<file path="config.mk">
export PLATFORM = sky130hd
export DESIGN_NAME = sram_seq_ctrl
export DESIGN_NICKNAME = d
export VERILOG_FILES = /design/src/rtl/sram_ctrl_pkg.sv /design/src/rtl/sram_phase_timer.sv /design/src/rtl/sram_datapath.sv /design/src/rtl/sram_seq_ctrl.sv
export SDC_FILE = /design/constraint.sdc
export NUM_CORES = 1
export LEC_CHECK = 0
export BUFFER_PORTS_ARGS = -buffer_cell sky130_fd_sc_hd__buf_2
export CAP_MARGIN = 20
export CORE_UTILIZATION = 47
export CTS_BUF_LIST = sky130_fd_sc_hd__clkbuf_4 sky130_fd_sc_hd__clkbuf_8 sky130_fd_sc_hd__clkbuf_16
export DETAILED_ROUTE_END_ITERATION = 8
export PLACE_DENSITY = 0.79
export SYNTH_ARGS = -nofsm -noshare
export SYNTH_HDL_FRONTEND = slang
export SYNTH_SLANG_ARGS = --single-unit
</file>
<file path="constraint.sdc">
create_clock -name clk -period 2 [get_ports clk]
set_input_delay 0.4 -clock clk [delete_from_list [all_inputs] [get_ports clk]]
set_output_delay 0.4 -clock clk [all_outputs]
set_load 0.05 [all_outputs]
</file>
<file path="src/rtl/sram_ctrl_pkg.sv">
package sram_ctrl_pkg;

    typedef enum logic [2:0] {
        ST_IDLE,
        ST_WR_PULSE,
        ST_WR_HOLD,
        ST_RD_WAIT,
        ST_RD_END
    } phase_e;

    typedef struct packed {
        phase_e phase;
        logic   sel_n;
        logic   sel;
        logic   we_n;
        logic   oe_n;
        logic   dq_oe;
        logic   resp_valid;
    } ctrl_t;

    // Round a nanosecond figure up to whole clocks, never below one clock.
    function automatic int unsigned ns_to_clk(input int unsigned ns, input int unsigned per);
        int unsigned c;
        c = (ns + per - 1) / per;
        return (c == 0) ? 1 : c;
    endfunction

    function automatic int unsigned max2(input int unsigned a, input int unsigned b);
        return (a > b) ? a : b;
    endfunction

endpackage

</file>
<file path="src/rtl/sram_phase_timer.sv">
module sram_phase_timer #(
    parameter int unsigned CNT_W = 4
) (
    input  logic             clk,
    input  logic             rst_n,
    input  logic             load,
    input  logic [CNT_W-1:0] load_val,
    output logic             done
);
    logic [CNT_W-1:0] cnt_d, cnt_q;

    always_comb begin
        cnt_d = cnt_q;
        if (load) begin
            cnt_d = load_val - CNT_W'(1);
        end else if (cnt_q != '0) begin
            cnt_d = cnt_q - CNT_W'(1);
        end
    end

    always_ff @(posedge clk or negedge rst_n) begin
        if (!rst_n) cnt_q <= '0;
        else        cnt_q <= cnt_d;
    end

    assign done = (cnt_q == '0);
endmodule

</file>
<file path="src/rtl/sram_datapath.sv">
module sram_datapath #(
    parameter int unsigned ADDR_W = 17,
    parameter int unsigned DATA_W = 8
) (
    input  logic              clk,
    input  logic              rst_n,
    input  logic              accept,
    input  logic [ADDR_W-1:0] req_addr,
    input  logic [DATA_W-1:0] req_wdata,
    input  logic              capture,
    input  logic [DATA_W-1:0] dq_in,
    output logic [ADDR_W-1:0] addr_q,
    output logic [DATA_W-1:0] wdata_q,
    output logic [DATA_W-1:0] rdata_q
);
    logic [ADDR_W-1:0] addr_d;
    logic [DATA_W-1:0] wdata_d, rdata_d;

    always_comb begin
        addr_d  = addr_q;
        wdata_d = wdata_q;
        rdata_d = rdata_q;
        if (accept) begin
            addr_d  = req_addr;
            wdata_d = req_wdata;
        end
        if (capture) begin
            rdata_d = dq_in;
        end
    end

    always_ff @(posedge clk or negedge rst_n) begin
        if (!rst_n) begin
            addr_q  <= '0;
            wdata_q <= '0;
            rdata_q <= '0;
        end else begin
            addr_q  <= addr_d;
            wdata_q <= wdata_d;
            rdata_q <= rdata_d;
        end
    end
endmodule

</file>
<file path="src/rtl/sram_seq_ctrl.sv">
module sram_seq_ctrl
    import sram_ctrl_pkg::*;
#(
    parameter int unsigned ADDR_W    = 17,
    parameter int unsigned DATA_W    = 8,
    parameter int unsigned CLK_NS    = 8,
    parameter int unsigned T_WC_NS   = 55,
    parameter int unsigned T_WP_NS   = 45,
    parameter int unsigned T_SD_NS   = 25,
    parameter int unsigned T_AW_NS   = 45,
    parameter int unsigned T_RC_NS   = 55,
    parameter int unsigned T_AA_NS   = 55,
    parameter int unsigned T_ACE_NS  = 55,
    parameter int unsigned T_DOE_NS  = 25
) (
    input  logic              clk,
    input  logic              rst_n,
    input  logic              req_valid,
    output logic              req_ready,
    input  logic              req_write,
    input  logic [ADDR_W-1:0] req_addr,
    input  logic [DATA_W-1:0] req_wdata,
    output logic              resp_valid,
    output logic [DATA_W-1:0] resp_rdata,
    output logic [ADDR_W-1:0] mem_addr,
    output logic              mem_sel_n,
    output logic              mem_sel,
    output logic              mem_we_n,
    output logic              mem_oe_n,
    output logic [DATA_W-1:0] mem_dq_out,
    output logic              mem_dq_oe,
    input  logic [DATA_W-1:0] mem_dq_in
);
    localparam int unsigned WP_CYC   = max2(max2(ns_to_clk(T_WP_NS, CLK_NS),
                                                 ns_to_clk(T_SD_NS, CLK_NS)),
                                            ns_to_clk(T_AW_NS, CLK_NS));
    localparam int unsigned WC_CYC   = ns_to_clk(T_WC_NS, CLK_NS);
    localparam int unsigned HOLD_CYC = (WC_CYC > WP_CYC) ? (WC_CYC - WP_CYC) : 1;
    localparam int unsigned RD_CYC   = max2(max2(ns_to_clk(T_RC_NS, CLK_NS),
                                                 ns_to_clk(T_AA_NS, CLK_NS)),
                                            max2(ns_to_clk(T_ACE_NS, CLK_NS),
                                                 ns_to_clk(T_DOE_NS, CLK_NS)));
    localparam int unsigned MAX_CYC  = max2(max2(WP_CYC, HOLD_CYC), RD_CYC);
    localparam int unsigned CNT_W    = $clog2(MAX_CYC + 1);

    ctrl_t            st_d, st_q;
    logic             tmr_load;
    logic [CNT_W-1:0] tmr_val;
    logic             tmr_done;
    logic             accept;
    logic             capture;

    localparam ctrl_t IDLE_CTRL = '{phase: ST_IDLE, sel_n: 1'b1, sel: 1'b0,
                                    we_n: 1'b1, oe_n: 1'b1, dq_oe: 1'b0,
                                    resp_valid: 1'b0};

    always_comb begin
        st_d            = st_q;
        st_d.resp_valid = 1'b0;
        tmr_load        = 1'b0;
        tmr_val         = '0;
        accept          = 1'b0;
        capture         = 1'b0;
        unique case (st_q.phase)
            ST_IDLE: begin
                st_d = IDLE_CTRL;
                if (req_valid) begin
                    accept     = 1'b1;
                    tmr_load   = 1'b1;
                    st_d.sel_n = 1'b0;
                    st_d.sel   = 1'b1;
                    if (req_write) begin
                        st_d.phase = ST_WR_PULSE;
                        st_d.we_n  = 1'b0;
                        st_d.dq_oe = 1'b1;
                        tmr_val    = CNT_W'(WP_CYC);
                    end else begin
                        st_d.phase = ST_RD_WAIT;
                        st_d.oe_n  = 1'b0;
                        tmr_val    = CNT_W'(RD_CYC);
                    end
                end
            end
            ST_WR_PULSE: begin
                if (tmr_done) begin
                    st_d.phase = ST_WR_HOLD;
                    st_d.we_n  = 1'b1;
                    tmr_load   = 1'b1;
                    tmr_val    = CNT_W'(HOLD_CYC);
                end
            end
            ST_WR_HOLD: begin
                if (tmr_done) begin
                    st_d = IDLE_CTRL;
                end
            end
            ST_RD_WAIT: begin
                if (tmr_done) begin
                    capture         = 1'b1;
                    st_d            = IDLE_CTRL;
                    st_d.phase      = ST_RD_END;
                    st_d.resp_valid = 1'b1;
                end
            end
            ST_RD_END: begin
                st_d = IDLE_CTRL;
            end
            default: st_d = IDLE_CTRL;
        endcase
    end

    always_ff @(posedge clk or negedge rst_n) begin
        if (!rst_n) st_q <= IDLE_CTRL;
        else        st_q <= st_d;
    end

    sram_phase_timer #(.CNT_W(CNT_W)) u_timer (
        .clk      (clk),
        .rst_n    (rst_n),
        .load     (tmr_load),
        .load_val (tmr_val),
        .done     (tmr_done)
    );

    sram_datapath #(.ADDR_W(ADDR_W), .DATA_W(DATA_W)) u_dp (
        .clk       (clk),
        .rst_n     (rst_n),
        .accept    (accept),
        .req_addr  (req_addr),
        .req_wdata (req_wdata),
        .capture   (capture),
        .dq_in     (mem_dq_in),
        .addr_q    (mem_addr),
        .wdata_q   (mem_dq_out),
        .rdata_q   (resp_rdata)
    );

    assign req_ready  = (st_q.phase == ST_IDLE);
    assign resp_valid = st_q.resp_valid;
    assign mem_sel_n  = st_q.sel_n;
    assign mem_sel    = st_q.sel;
    assign mem_we_n   = st_q.we_n;
    assign mem_oe_n   = st_q.oe_n;
    assign mem_dq_oe  = st_q.dq_oe;
endmodule

</file>
# After elaboration in Yosys (flattened, before gate mapping)
# Index checks and enable logic that the tools add are counted.
# op_classes
reduce_logical,6
bitwise,1
muxes,23
eq_ne,6
addsub,2
# op_table
op,count
case mux 3 bit (4 select lines),2
two-way mux 9 bit,2
two-way mux 3 bit,4
two-way mux 1 bit,9
case mux 2 bit (4 select lines),1
two-way mux 7 bit,1
"equality test 3 x 2 -> 1 bit, second input constant",2
logical NOT 3 bit,2
"inequality test 2 bit, second input constant",3
case mux 3 bit (2 select lines),1
AND reduction 3 bit,2
"subtractor 3 x 1 -> 3 bit, second input constant",2
case mux 1 bit (4 select lines),1
"equality test 3 x 1 -> 1 bit, second input constant",1
nonzero test 3 bit,1
two-way mux 2 bit,1
case mux 1 bit (2 select lines),1
nonzero test 2 bit,1
NOT 1 bit,1
# totals
word_cells,49
in_bits,37
output_inout_bits,40
regBits,45

# Logic depth before layout (Yosys ltp)
# Gate-level depths: netlist of run 1.
# depth
word_depth,5
ltp_mapped,9
mapped_depth_nobuf,7

# Cells and area by module
# A second synthesis of run 1 with hierarchy kept.
# unflattened
hier_cells,129
area_unflattened_um2,1965.6
# by_module_without_submodules
module,area_per_inst_um2,instances,cells_each
sram_datapath,1328.8,1,70
sram_seq_ctrl,462.9,1,40
sram_phase_timer,173.9,1,19

# Worst setup path before layout of run 1
# OpenSTA, ideal clock, no wires.
# synth_timing
kind,register -> output
from,register st_q[7] in the netlist's numbering
to,output port req_ready
t_arrival_ps,1577
path_stages_with_launch,3
required_time_ps,1600
path_slack_ps,23
cell_sequence,dfrtp_1 > buf_6 > nor3_1
# synth_between
elab_chain_len,1
# synth_rtl
element,line_no,rtl
from (decl),sram_seq_ctrl.sv:46,"ctrl_t st_d, st_q;"
from (signal assigned),sram_seq_ctrl.sv:114,else st_q <= st_d;
logical NOT 3 bit,sram_seq_ctrl.sv:138,assign req_ready = (st_q.phase == ST_IDLE);
to (decl),sram_seq_ctrl.sv:19,"output logic req_ready,"
# No other way between the ends.

# Worst setup path in the final report of run 1
# layout_timing
from,register st_q[7] in the netlist's numbering
to,register u_timer.cnt_q[1]
# layout_between
elab_chain_len,4
elab_cells_between_ends,7
classes_between,1 x add/sub; 1 x eq/ne; 3 x mux; 2 x reduce/logical
# layout_rtl
element,line_no,rtl
equality test 3 x 1 -> 1 bit or logical NOT 3 bit (tied branches),sram_seq_ctrl.sv:64,unique case (st_q.phase)
case mux 3 bit (2 select lines),sram_seq_ctrl.sv:64,
subtractor 3 x 1 -> 3 bit,sram_phase_timer.sv:15,cnt_d = load_val - CNT_W'(1);
two-way mux 3 bit,sram_phase_timer.sv:14,if (load) begin
to (signal assigned),sram_phase_timer.sv:23,else cnt_q <= cnt_d;
to (decl),sram_phase_timer.sv:10,"logic [CNT_W-1:0] cnt_d, cnt_q;"
# Several ways; a longest one is shown, not always the timed one.
# A chain may end at the register's enable or synchronous reset.

==> results.tsv, run 1 <==
metric	value	unit
design area	0.00236	mm^2
Clock Path Buffers	2	
clock root buffer	clkbuf_8	
Slew Viols, Final	0	
Net Count, Synth	216	
area occupied by multi-input gates	612	um^2
Residual DRC	0	
Initial Util	49.4	%
Syn. warnings	0	
post-route ant nets	0	
GP Congestion	0.759	
fmax	574	MHz
Reg area	0.00113	mm^2
total number of vias	1449	
total of max-cap violations	0	
HPWL after DPL	2520	um
Post-Route WL	3490	um
DR vias/cell	4.75	
Worst setup SP type	flip-flop	
Worst Skew	0.00717	ns
Total GRT Usage	19.0	%
CP arrival	1.96	ns
Num CTS Buffers	5	
sequential area share after synthesis	62.1	%
area delta synth->final	29.6	%
die area	0.00413	mm^2
Worst Path Buf+Inv	0	
crit-path max cell delay	0.58	ns
CTS Hold Bufs	0	
Synth cell types	27	
CP required	2.22	ns
WL/cell	11.4	um
Mean Syn Cell Area	10.2	um^2
crit path from	st_q[7]	
share of cells above drive strength 1	39.7	%
PortBufs	76	
CTS-repair resized insts	0	
fin nets	294	
FILL cells	309	
delay-heaviest family, CP	simple AND/OR/NAND/NOR gates	
Cell Chain, Critical Path	or4b_4 -> nand2b_1 -> a32oi_1 -> ha_1 -> a31oi_1	
hold crit path type	in2async	
final worst-path cycle share	87.1	%
Yosys reg bits	45	
Hold Vio Cnt, Final	0	
Setup Buffers After CTS	0	
reg2reg start	st_q[7]	
largest net degree at the start of global routing	30	
Clock Latency Late Sink	0.29	ns
headroom to the max-slew limit	59.7	%
H-tree depth	2	
Ant. Diodes	0	
Post-synth ARST share	100	%
number of top-level pins	77	
Period minus WS final	1.74	ns
Worst setup EP type	flip-flop	
TritonCTS sink count	45	
Top FF cell, synth	dfrtp_1	
Post-synth EDFFs	0	
clock tree from TritonCTS	done	
Iteration-0 DRC Markers	75	
Setup CP Type	reg2reg	
RSZ-0062 raised after global routing	no	
number of global-route vias before repair	1317	
drt pass-1 iters	4	
final setup violation count	0	
Slew @ Worst Pin	0.605	ns
setup TNS	0	ns
initial antenna violation count	0	
DP Area	0.00224	mm^2
CP max FO	10	
core area	0.00369	mm^2
chip height	64.2	um
synthesized instance count	178	
first-pass GRT wire length	5950	um
slowest CP cell	or4b_4	
run status	complete, no violations	
die width	64.2	um
Cell Rows	22	
Clock transition at path regs	0.08	ns
Mapped Area	0.00182	mm^2
gr ovfl total	0	
==> per-stage QoR <==
| stage | instances | setup slack [ns] | hold slack (ns) | util [%] |
|---|---|---|---|---|
| 2_1_floorplan | 178 | 0.0229 | 0.104 | - |
| 3_3_place_gp | 297 | 0.310 | 0.454 | 60.7 |
| 3_5_place_dp | 297 | 0.272 | 0.446 | 60.7 |
| 4_1_cts | 305 | 0.238 | 0.130 | 63.9 |
| 5_1_grt | 305 | 0.123 | 0.169 | 63.9 |
| 6_report | 305 | 0.258 | 0.120 | 63.9 |
==> synth_stat cells, types with 2 or more instances <==
library cell | n | area share [%]
a211o_1 | 3 | 1.4
a31oi_1 | 2 | 0.69
and3_1 | 3 | 1.0
buf_2 | 4 | 1.1
buf_6 | 3 | 1.9
clkbuf_1 | 2 | 0.41
dfrtp_1 | 42 | 58
dfstp_2 | 3 | 4.3
inv_1 | 5 | 1.0
mux2_2 | 8 | 4.9
nand2_1 | 77 | 16
nand2b_1 | 2 | 0.69
nor2_1 | 4 | 0.82
nor3_1 | 3 | 0.82
o21ai_0 | 5 | 1.4
==> kinds of logic after synthesis <==
kind of cell | Yosys count | share of synthesized area (%)
buffers and inverters | 15 | 4.81
adders and majority gates | 1 | 0.687
AOI/OAI and AO/OA | 16 | 5.84
muxes | 8 | 4.95
and+or+nand+nor | 93 | 21.6
DFF | 45 | 62.1
==> worst register-to-register path, stage by stage (launching register included) <==
cell and delay [ns]:
dfrtp_1 0.49, or4b_4 0.58, nand2b_1 0.10, a32oi_1 0.07
ha_1 0.31, a31oi_1 0.13
==> layout by cell type, fill, tap and decap left out, types with 4 or more instances in the layout <==
cell type,Yosys,routed
dfrtp_1,42,42
mux2_2,8,8
nor2_1,4,4
o21ai_0,5,5
clkbuf_8,0,6
inv_1,5,5
nand2_1,77,77
buf_2,4,76
buf_4,1,5
==> metal layers <==
| layer | global-route usage, % | up-vias | part of all wire (%) |
|---|---|---|---|
| met5 | 0 | - | 0 |
| met4 | 5.83 | 0 | 0.77 |
| met3 | 4.64 | 3 | 7.2 |
| met2 | 31.5 | 64 | 47 |
| met1 | 24.5 | 658 | 45 |
| li1 | - | 724 | - |
==> state kept, by name (all words and copies together), names as in the netlist, 3 cells and up <==
name and count:
u_dp.wdata_q 8, u_timer.cnt_q 3, st_q 3, u_dp.rdata_q 8
u_dp.addr_q 17
==> cell type report <==
| cell class | count | area share, % |
|---|---|---|
| Sequential cell | 45 | 47.9 |
| Timing Repair Buffer | 81 | 17.7 |
| Multi-Input combinational cell | 118 | 25.9 |
| Clock inverter | 1 | 1.27 |
| Tap cell | 48 | 2.55 |
| Inverter | 5 | 0.796 |
| Clock buffer | 7 | 3.82 |
==> path summary, 6_finish.rpt <==
check | slack, ns | endpoint | depth (start not counted)
max reg2reg | 0.26 | u_timer.cnt_q[1] | 5
max | 0.26 | u_timer.cnt_q[1] | 5
min | 0.12 | u_dp.rdata_q[7] | 1
max in group asynchronous | 1.25 | mem_oe_n | 2
min reg2reg | 0.48 | u_dp.addr_q[8] | 2
min in group clk | 0.30 | u_dp.addr_q[11] | 3
Power of run 1 is not shown: default switching activity piles up to over one toggle a cycle in this logic, so the estimate is an artifact.
==> inputs of run 2 (changes only) <==
==> constraint.sdc (replaced) <==
create_clock -name clk -period 2 [get_ports clk]
set_input_delay 0.2 -clock clk [delete_from_list [all_inputs] [get_ports clk]]
set_output_delay 0.2 -clock clk [all_outputs]
set_load 0.05 [all_outputs]
==> results.tsv, run 2 (synthesis results as in run 1) <==
metric	value	unit
run status	complete, no violations	
number of top-level pins	77	
Cell Chain, Critical Path	or4b_4 -> nand2b_1 -> a32oi_1 -> ha_1 -> a31oi_1	
clock root buffer	clkbuf_8	
routing usage on met1	22.9	%
Post-Route WL	3420	um
crit-path max cell delay	0.58	ns
GP Congestion	0.823	
Slew @ Worst Pin	0.421	ns
Clock Latency Late Sink	0.28	ns
Iteration-0 DRC Markers	31	
CP required	2.21	ns
gr ovfl total	0	
Num CTS Buffers	5	
drt pass-1 iters	4	
FILL cells	308	
Period minus WS final	1.75	ns
die width	64.2	um
gr busiest metal	met2	
headroom to the max-slew limit	71.9	%
first-pass GRT wire length	5870	um
initial antenna violation count	0	
CP max FO	10	
final worst-path cycle share	87.7	%
Worst setup EP type	flip-flop	
PortBufs	76	
max reg flops	17	
area delta synth->final	30.1	%
Top reg by flops	u_dp.addr_q	
WL/cell	11.2	um
total number of vias	1453	
Initial Util	49.4	%
total of max-cap violations	0	
Total GRT Usage	18.3	%
RSZ-0062 raised after global routing	no	
die area	0.00413	mm^2
area occupied by multi-input gates	612	um^2
fin nets	295	
most frequent cells in the layout	nand2_1 (77), buf_2 (76), dfrtp_1 (42)	
post-route ant nets	0	
DR vias/cell	4.75	
Worst setup SP type	flip-flop	
Clock transition at path regs	0.08	ns
share of cells above drive strength 1	39.5	%
HPWL after DPL	2500	um
Ant. Diodes	0	
setup TNS	0	ns
Worst Skew	0.00702	ns
Cell Rows	22	
Slew Viols, Final	0	
CP arrival	1.96	ns
Residual DRC	0	
fmax	570	MHz
TritonCTS sink count	45	
Setup CP Type	reg2reg	
Clock Path Buffers	2	
chip height	64.2	um
most common cell after layout, fill and taps aside	nand2_1	
Hold Vio Cnt, Final	0	
final setup violation count	0	
M2 GR Usage	31.8	%
Reg area	0.00113	mm^2
H-tree depth	2	
core area	0.00369	mm^2
M3 GR Usage	3.93	%
largest net degree at the start of global routing	30	
slowest CP cell	or4b_4	
number of global-route vias before repair	1373	
hold crit path type	in2reg	
top flop regs	u_dp.addr_q (17), u_dp.rdata_q (8), u_dp.wdata_q (8)	
clock tree from TritonCTS	done	
[run 2: cell type report]
cell class	count	share of cell area [%]
clock buffer	7	3.80
clock inverter	1	1.27
sequential	45	47.7
tap	48	2.54
inverter	5	0.792
timing repair buffer	82	18.1
multi-input combinational	118	25.8
[run 2: stage by stage]
stage          area [um^2]  hold slack, ns  worst slack, ns  utilization (%)  cells
3_3_place_gp          2240          0.0962            0.311             60.7    297
2_1_floorplan         1820         -0.0956            0.223                -    178
4_1_cts               2370          0.0918            0.248             64.2    306
5_1_grt               2370          0.0899            0.127             64.2    306
6_report              2370          0.0981            0.247             64.2    306
3_5_place_dp          2240          0.0964            0.270             60.7    297
[run 2: final timing paths]
kind                            depth (start not counted)           start  slack (ns)               end
max in group asynchronous                               3           rst_n        1.16   u_dp.rdata_q[5]
min in group asynchronous                               2           rst_n        0.32           mem_sel
worst min register to register                          2  u_dp.addr_q[0]        0.47    u_dp.addr_q[0]
worst min-delay path                                    3     req_addr[3]         0.1    u_dp.addr_q[3]
worst max register to register                          5         st_q[7]        0.25  u_timer.cnt_q[1]
worst max-delay path                                    5         st_q[7]        0.25  u_timer.cnt_q[1]
[run 2: timing repair]
| action | in CTS | in global routing |
|---|---|---|
| setup endpoints to repair | 0 | 0 |
| buffers inserted | 0 | 0 |
| resized for setup | 0 | 0 |
| hold buffers | 1 | 0 |
| endpoints found under the hold margin | 8 | 0 |
[run 2: layer usage]
layer  vias to the layer above  wire (um)  part of all wire (%)
met2                        56       1720                    50
met3                         0        210                   6.1
met4                         0          0                     0
met5                         -          0                     0
met1                       668       1490                    44
li1                        729          -                     -
[run 2: critical path: cells and delay by family (launching register included)]
family / cells / cell delay, ns
compound gates: 2 / 0.19
fa+ha+maj: 1 / 0.30
flops: 1 / 0.49
simple gates: 2 / 0.68
Power of run 2 is left out for the same reason.
